**config.mk**
```make
export PLATFORM = sky130hd
export DESIGN_NAME = core_cfg_reg
export DESIGN_NICKNAME = d
export VERILOG_FILES = /design/src/rtl/cfg_pkg.sv /design/src/rtl/cfg_len_decode.sv /design/src/rtl/cfg_halt_ctl.sv /design/src/rtl/cfg_shadow.sv /design/src/rtl/core_cfg_reg.sv
export SDC_FILE = /design/constraint.sdc
export NUM_CORES = 1
export LEC_CHECK = 0
export ABC_AREA = 1
export BUFFER_PORTS_ARGS = -buffer_cell sky130_fd_sc_hd__buf_2
export CORE_MARGIN = 2
export CORE_UTILIZATION = 38
export DETAILED_ROUTE_END_ITERATION = 12
export PLACE_DENSITY = 0.79
export REMOVE_ABC_BUFFERS = 1
export SLEW_MARGIN = 20
export SYNTH_ARGS = -nofsm -noshare
export SYNTH_HDL_FRONTEND = slang
export SYNTH_SLANG_ARGS = --single-unit
```
**constraint.sdc**
```tcl
create_clock -name clk -period 1 [get_ports clk]
set_input_delay 0.2 -clock clk [delete_from_list [all_inputs] [get_ports clk]]
set_output_delay 0.2 -clock clk [all_outputs]
set_load 0.01 [all_outputs]
```
**src/rtl/cfg_pkg.sv**
```systemverilog
package cfg_pkg;

   localparam int SIZE_W = 2;

   // Field order matches the bit positions 6..0 of the configuration word.
   typedef struct packed {
      logic              dcbr;
      logic              ice;
      logic              dce;
      logic [SIZE_W-1:0] isz;
      logic [SIZE_W-1:0] dsz;
   } cache_cfg_t;

   localparam cache_cfg_t CACHE_CFG_RST = '{dcbr: 1'b0, ice: 1'b1, dce: 1'b1,
                                            isz: '0, dsz: '0};

endpackage

```
**src/rtl/cfg_len_decode.sv**
```systemverilog
module cfg_len_decode
   import cfg_pkg::*;
#(
   parameter int LEN_W         = 6,
   parameter int BASE_WORDS    = 4,
   parameter bit HAS_BURST_SEL = 1'b0
) (
   input  logic [SIZE_W-1:0] size,
   input  logic              burst_sel,
   output logic [LEN_W-1:0]  words
);

   logic [LEN_W-1:0] burst_words;

   assign burst_words = LEN_W'(BASE_WORDS) << size;

   generate
      if (HAS_BURST_SEL) begin : g_sel
         assign words = burst_sel ? burst_words : LEN_W'(1);
      end else begin : g_fixed
         logic unused_sel;
         assign unused_sel = burst_sel;
         assign words = burst_words;
      end
   endgenerate

endmodule

```
**src/rtl/cfg_halt_ctl.sv**
```systemverilog
module cfg_halt_ctl (
   input  logic clk,
   input  logic rst_n,
   input  logic wr_ok,
   input  logic wr_halt,
   input  logic irq,
   input  logic nmi,
   output logic halt_q
);

   logic wake;

   assign wake = irq | nmi;

   always_ff @(posedge clk or negedge rst_n) begin
      if (!rst_n) begin
         halt_q <= 1'b0;
      end else if (wake) begin
         halt_q <= 1'b0;
      end else if (wr_ok) begin
         halt_q <= wr_halt;
      end
   end


   wake_clear_chk: assert property (@(posedge clk) disable iff (!rst_n)
      (irq || nmi) |=> !halt_q);


   halt_set_chk: assert property (@(posedge clk) disable iff (!rst_n)
      (wr_ok && wr_halt && !irq && !nmi) |=> halt_q);

endmodule

```
**src/rtl/cfg_shadow.sv**
```systemverilog
module cfg_shadow
   import cfg_pkg::*;
#(
   parameter int LEN_W      = 6,
   parameter int BASE_WORDS = 4
) (
   input  logic             clk,
   input  logic             rst_n,
   input  logic             bus_busy,
   input  cache_cfg_t       soft_cfg,
   output cache_cfg_t       act_cfg,
   output logic [LEN_W-1:0] ilen_q,
   output logic [LEN_W-1:0] dlen_q
);

   localparam int NDEC = 2;

   logic [SIZE_W-1:0] dec_size [NDEC];
   logic              dec_sel  [NDEC];
   logic [LEN_W-1:0]  dec_len  [NDEC];

   assign dec_size[0] = soft_cfg.isz;
   assign dec_sel[0]  = 1'b1;
   assign dec_size[1] = soft_cfg.dsz;
   assign dec_sel[1]  = soft_cfg.dcbr;

   generate
      for (genvar gi = 0; gi < NDEC; gi++) begin : g_dec
         cfg_len_decode #(
            .LEN_W        (LEN_W),
            .BASE_WORDS   (BASE_WORDS),
            .HAS_BURST_SEL(gi == 1)
         ) i_dec (
            .size     (dec_size[gi]),
            .burst_sel(dec_sel[gi]),
            .words    (dec_len[gi])
         );
      end
   endgenerate

   always_ff @(posedge clk or negedge rst_n) begin
      if (!rst_n) begin
         act_cfg <= CACHE_CFG_RST;
         ilen_q  <= LEN_W'(BASE_WORDS);
         dlen_q  <= LEN_W'(1);
      end else if (!bus_busy) begin
         act_cfg <= soft_cfg;
         ilen_q  <= dec_len[0];
         dlen_q  <= dec_len[1];
      end
   end


   busy_hold_chk: assert property (@(posedge clk) disable iff (!rst_n)
      bus_busy |=> ($stable(act_cfg) && $stable(ilen_q) && $stable(dlen_q)));


   idle_apply_chk: assert property (@(posedge clk) disable iff (!rst_n)
      !bus_busy |=> (act_cfg == $past(soft_cfg)));


   len_pow2_chk: assert property (@(posedge clk) disable iff (!rst_n)
      ($countones(ilen_q) == 1) && ($countones(dlen_q) == 1));


   dlen_single_chk: assert property (@(posedge clk) disable iff (!rst_n)
      !act_cfg.dcbr |-> (dlen_q == LEN_W'(1)));

endmodule

```
**src/rtl/core_cfg_reg.sv**
```systemverilog
module core_cfg_reg
   import cfg_pkg::*;
#(
   parameter int DATA_W     = 32,
   parameter int LEN_W      = 6,
   parameter int BASE_WORDS = 4
) (
   input  logic              clk,
   input  logic              rst_n,
   input  logic              wr_en,
   input  logic [DATA_W-1:0] wr_data,
   output logic [DATA_W-1:0] rd_data,
   input  logic              irq,
   input  logic              nmi,
   input  logic              bus_busy,
   output logic              icache_en,
   output logic              dcache_en,
   output logic [LEN_W-1:0]  ilen_words,
   output logic [LEN_W-1:0]  dlen_words,
   output logic              halt_mode,
   output logic              snoop_inhibit
);

   localparam int CFG_W    = $bits(cache_cfg_t);
   localparam int LOCK_BIT = CFG_W;
   localparam int HALT_BIT = CFG_W + 1;
   localparam int MAX_LEN  = BASE_WORDS << ((1 << SIZE_W) - 1);

   generate
      if (DATA_W < HALT_BIT + 1) begin : g_bad_data_w
         $error("DATA_W too small for configuration fields");
      end
      if (MAX_LEN >= (1 << LEN_W)) begin : g_bad_len_w
         $error("LEN_W cannot hold the largest refill length");
      end
      if (BASE_WORDS < 2) begin : g_bad_base
         $error("BASE_WORDS must be at least 2");
      end
   endgenerate

   logic       lock_q;
   logic       halt_q;
   logic       wr_ok;
   cache_cfg_t soft_q;
   cache_cfg_t act_cfg;

   assign wr_ok = wr_en & ~lock_q;

   always_ff @(posedge clk or negedge rst_n) begin
      if (!rst_n) begin
         lock_q <= 1'b0;
         soft_q <= CACHE_CFG_RST;
      end else if (wr_ok) begin
         lock_q <= wr_data[LOCK_BIT];
         soft_q <= wr_data[CFG_W-1:0];
      end
   end

   cfg_halt_ctl i_halt (
      .clk    (clk),
      .rst_n  (rst_n),
      .wr_ok  (wr_ok),
      .wr_halt(wr_data[HALT_BIT]),
      .irq    (irq),
      .nmi    (nmi),
      .halt_q (halt_q)
   );

   cfg_shadow #(
      .LEN_W     (LEN_W),
      .BASE_WORDS(BASE_WORDS)
   ) i_shadow (
      .clk     (clk),
      .rst_n   (rst_n),
      .bus_busy(bus_busy),
      .soft_cfg(soft_q),
      .act_cfg (act_cfg),
      .ilen_q  (ilen_words),
      .dlen_q  (dlen_words)
   );

   always_comb begin
      rd_data              = '0;
      rd_data[HALT_BIT]    = halt_q;
      rd_data[LOCK_BIT]    = lock_q;
      rd_data[CFG_W-1:0]   = soft_q;
   end

   assign icache_en     = act_cfg.ice;
   assign dcache_en     = act_cfg.dce;
   assign halt_mode     = halt_q;
   assign snoop_inhibit = halt_q;


   lock_sticky_chk: assert property (@(posedge clk) disable iff (!rst_n)
      lock_q |=> lock_q);


   locked_write_chk: assert property (@(posedge clk) disable iff (!rst_n)
      (lock_q && wr_en) |=> $stable(soft_q));


   locked_halt_chk: assert property (@(posedge clk) disable iff (!rst_n)
      (lock_q && !halt_q) |=> !halt_q);


   reserved_zero_chk: assert property (@(posedge clk) disable iff (!rst_n)
      rd_data[DATA_W-1:HALT_BIT+1] == '0);

endmodule

```
## Yosys cells after proc, flatten, opt, wreduce, memory -nomap -nowiden

Index checks and enable logic that the tools add are counted.
Widths: inputs -> output; s select.

| storage, ports and cells | value |
|---|---|
| flip-flop bits (word level) | 23 |
| bits in latches | 0 |
| RAM bits | 0 |
| memory bits (read-only) | 0 |
| input bits | 38 |
| output and inout bits | 48 |
| word-level logic and storage cells | 20 |
| memories | 0 |

| cells by class | value |
|---|---|
| add/subtract/negate cells | 0 |
| multiply operators | 0 |
| divide/modulo/power cells | 0 |
| $lt $le $gt $ge | 0 |
| equal/unequal tests | 0 |
| shifts and indexed selects | 2 |
| mux-type cells | 3 |
| bitwise gates (word level) | 3 |
| reduce and logical (&&, ||, !) cells | 1 |

Operators by type and width:

| kind | number |
|---|---|
| $shl 3x2->6 const A | 2 |
| $mux 6 | 1 |
| $mux 1 | 2 |
| $reduce_bool 2->1 | 1 |
| $and 1x1->1 | 1 |
| $not 1->1 | 1 |
| $or 1x1->1 | 1 |

## Depth between registers and ports, before layout

| logic depth | value |
|---|---|
| depth in word-level cells | 4 |
| mapped depth | 5 |
| gate-level depth less buffers | 4 |

## Cells and area by module

Synthesis repeated with hierarchy kept, for this count alone.

| unflattened totals | value |
|---|---|
| cells, all modules | 171 |
| area total of the unflattened synthesis | 1413.9 µm² |

By module, submodules not included:

| module | times used | cells an instance | area each (µm²) | sequential area each (µm²) |
|---|---|---|---|---|
| cfg_shadow | 1 | 81 | 747.0 | 480.5 |
| core_cfg_reg | 1 | 62 | 526.8 | 202.7 |
| cfg_halt_ctl | 1 | 7 | 50.0 | 25.0 |
| cfg_len_decode at i_shadow.g_dec[0].i_dec | 1 | 10 | 45.0 | 0.0 |
| cfg_len_decode at i_shadow.g_dec[1].i_dec | 1 | 11 | 45.0 | 0.0 |

## Worst setup path before layout

Ideal clock, no wire load.

| timing | value |
|---|---|
| path type | reg-to-reg |
| start | reg lock_q |
| end | reg soft_q (netlist bit rd_data[3]) |
| setup time | 0.126 ns |
| arrival | 0.747 ns |
| data required time | 0.874 ns |
| slack | 0.127 ns |
| cell stages (with the launch flop) | 4 |
| buffers on the path | 1 |
| period minus slack after synthesis | 0.873 ns |
| cell sequence | dfrtp_1 > nor2_4 > buf_6 > o21ai_0 |

| on the way | value |
|---|---|
| word-level cells in the longest chain between the ends | 2 |

Ends and longest elaborated chain:

| element | RTL line | text |
|---|---|---|
| from (decl) | core_cfg_reg.sv:41 | `logic lock_q;` |
| from (signal assigned) | core_cfg_reg.sv:54 | `lock_q <= wr_data[LOCK_BIT];` |
| $not 1->1 | core_cfg_reg.sv:47 | `assign wr_ok = wr_en & ~lock_q;` |
| $and 1x1->1 | core_cfg_reg.sv:47 |  |
| to (signal assigned) | core_cfg_reg.sv:55 | `soft_q <= wr_data[CFG_W-1:0];` |
| to (decl) | core_cfg_reg.sv:44 | `cache_cfg_t soft_q;` |

Every way passes these cells.
A chain may end at the register's enable or synchronous reset.

## Final worst setup path

| timing | value |
|---|---|
| start | reg i_shadow.act_cfg[4] (netlist name) |
| end | out dcache_en |

RTL lines:

| element | RTL line | text |
|---|---|---|
| to (decl) | core_cfg_reg.sv:17 | `output logic dcache_en,` |

No word-level cell between the ends.

==> flow_metrics.tcl <==
set metrics [dict create \
    outcome "finished, violations left" \
    violations "setup timing" \
    worst-path-max-fanout 2 \
    hpwl_mm 1.33 \
    gp_congestion 0.759 \
    slowest_delay_ps 560 \
    synth_cell_type_count 15 \
    drt-initial-drc-count 9 \
    multi_input_area_um2 380 \
    grt_max_degree 21 \
    dieArea_um2 3130 \
    path_depth 1 \
    cp.required_ps 800 \
    fin_util_pct 55.1 \
    antenna_found_initial 0 \
    fill_cells 240 \
    cts.sink_count 20 \
    hold_ws_ps 92.9 \
    synthCells 114 \
    setup_viol 24 \
    via_count 801 \
    vias_per_cell 4.09 \
    dr.pass1.iters 4 \
    cts.clk_slew.worst_paths_ps 120 \
    crit_family "flip-flops" \
    cts_buffers 3 \
    cts-root-buf "clkbuf_4" \
    drc 0 \
    port_buffers 36 \
    ff2ff_setup_slack_ps 0 \
    peakVddDrop_v 0.000890 \
    clk_latency_ps 300 \
    p_per_area_nw_per_um2 1180 \
    hp-class "in2reg" \
    crit_chain "buf_6" \
    r2r_start "lock_q" \
    antenna-diode-count 0 \
    finalHoldViolCount 0 \
    synth_common_cells "31 x nand2_1, 30 x buf_4, 14 x dfrtp_1, 13 x o21ai_0, 8 x inv_1" \
    dp_slack_ps 109 \
    placementRows 18 \
    regArea_um2 508 \
    slowest_stage "dfstp_2" \
    worstReg2RegEnd "rd_data[3]" \
    max_cap_viol_count 0 \
    fin_cells 196 \
    synthesis.area_um2 1030 \
    ys.flop_type "dfrtp_1" \
    fmax_mhz 860 \
    clock_path_buffers 2 \
    power_leakage_nw 0.784 \
    end_kind "output pin" \
    path_class "reg2out" \
    drive_above_1_share_pct 47.0 \
    ys_ff_latch 20 \
    critical_path.startpoint "i_shadow.act_cfg[4]" \
    skew_ps 6.57 \
    num-nets-final 205 \
    crit_buf_inv 1 \
    core_area_um2 2520 \
    die_w_um 56.0 \
    synth_edf_count 0 \
    synthArstFlopShare_pct 100 \
    postRouteAntennaNets 0 \
    synth_top_area_share_pct 34.1 \
    fin_crit_ps 1160 \
    io_pins 86 \
    htree_levels 1 \
    synth_most_common_cell "nand2_1" \
    ys_top_cells_by_area "dfrtp_1 34%, buf_4 22%, dfstp_2 15%" \
    dieHeight_um 56.0 \
    wl_mm 2.07 \
    period_share_pct 116 \
    rsz0062_at_grt "yes" \
    cts_tree "done" \
    r2r_cells 4 \
    power.total_mw 1.63 \
    grt_pass1_vias 694 \
    grt_first_pass_wirelength_mm 2.89 \
    initial_core_util_pct 40.7 \
    synth-seq-area-share_pct 49.5 \
    slew_violations 0 \
    yosys_warnings 0 \
    dp_cells 175 \
    syn_area_per_cell_um2 9.00 \
    critPathCapture "dcache_en" \
    grt.overflow.total 0 \
    yosys.area.top_type "dfrtp_1" \
    syn_to_final_growth_pct 35.4 \
    worstPathArrival_ps 960 \
    wl_per_cell_um 10.6 \
    fin_ws_ps -163 \
    cp-start-kind "flop" \
    track_usage_pct 11.5 \
]
==> area by class of cell <==
class | instances | area share [%]
sequential | 20 | 36.6
multi-input combinational | 78 | 27.4
inverter | 9 | 2.43
clock buffer | 4 | 1.89
timing repair buffer | 55 | 29.0
tap | 30 | 2.70
==> how the worst min path moves through the flow <==
stage | end | startpoint | cells past startpoint | slack (ps)
after floorplan | i_halt.halt_q | rst_n | 0 | -100
after global placement | i_shadow.ilen_q[3] | rst_n | 1 | 160
after detailed placement | i_halt.halt_q | rst_n | 1 | 170
after CTS | lock_q | wr_data[7] | 3 | 80
after global routing | rd_data[4] | wr_data[4] | 3 | 70
final | rd_data[4] | wr_data[4] | 3 | 90
==> metrics by stage <==
| stage | TNS (ps) | instance area, um2 |
|---|---|---|
| 3_5_place_dp | 0 | 1120 |
| 2_1_floorplan | 0 | 878 |
| 3_3_place_gp | 0 | 1120 |
| 6_report | -1580 | 1390 |
| 5_1_grt | -2850 | 1390 |
| 4_1_cts | -1680 | 1250 |
==> cell usage in the layout (no fill, tap or decap) <==
| cell type | instances |
|---|---|
| dfrtp_1 | 14 |
| nor2_1 | 1 |
| conb_1 | 26 |
| o21ai_1 | 1 |
| clkbuf_16 | 1 |
| o21ai_0 | 9 |
| buf_2 | 29 |
| inv_2 | 1 |
| inv_1 | 8 |
| nand2_1 | 24 |
| clkbuf_4 | 3 |
| nand2_2 | 4 |
| buf_4 | 15 |
| buf_6 | 8 |
| buf_12 | 1 |
| nor2_4 | 1 |
| clkbuf_1 | 1 |
| nand3_2 | 1 |
| nand2_4 | 3 |
| o21ai_2 | 5 |
| dlygate4sd3_1 | 1 |
| nand3_1 | 3 |
| dfstp_2 | 6 |
==> routing by layer <==
metal	GRT usage, %	routed length, um	share of wire [%]
met5	0	0	0
met4	4.08	17	0.82
met3	3.95	221	11
met2	19.7	1020	49
met1	13.2	811	39
==> repair_timing <==
| item | 4_1_cts | 5_1_grt |
|---|---|---|
| hold buffers | 1 | 0 |
| gates cloned | 0 | 1 |
| setup buffers | 7 | 8 |
| gates resized for setup | 6 | 19 |
| pin swaps | 0 | 1 |
| endpoints found under the hold margin | 14 | 0 |
| endpoints found under the setup margin | 22 | 30 |
==> registers in the layout (all words and copies together), names as in the netlist <==
name / count
rd_data: 7
i_shadow.dlen_q: 5
i_shadow.ilen_q: 4
i_shadow.act_cfg: 2
i_halt.halt_q: 1
lock_q: 1
==> where the power goes <==
group / switching [mW] / total [mW] / internal (mW)
clock network: 0.248 / 0.403 / 0.155
registers: 0.0307 / 0.904 / 0.873
logic: 0.179 / 0.327 / 0.148
total: 0.457 / 1.63 / 1.18
==> logic make-up after synthesis <==
kind of cell,after synthesis,synth area share (%)
flip-flops,20,49.5
other,1,0.366
AO/OA/AOI/OAI,15,8.05
buffers and inverters,41,26.8
AND/OR/NAND/NOR,37,15.2
Power figures use the tool's default switching activity.
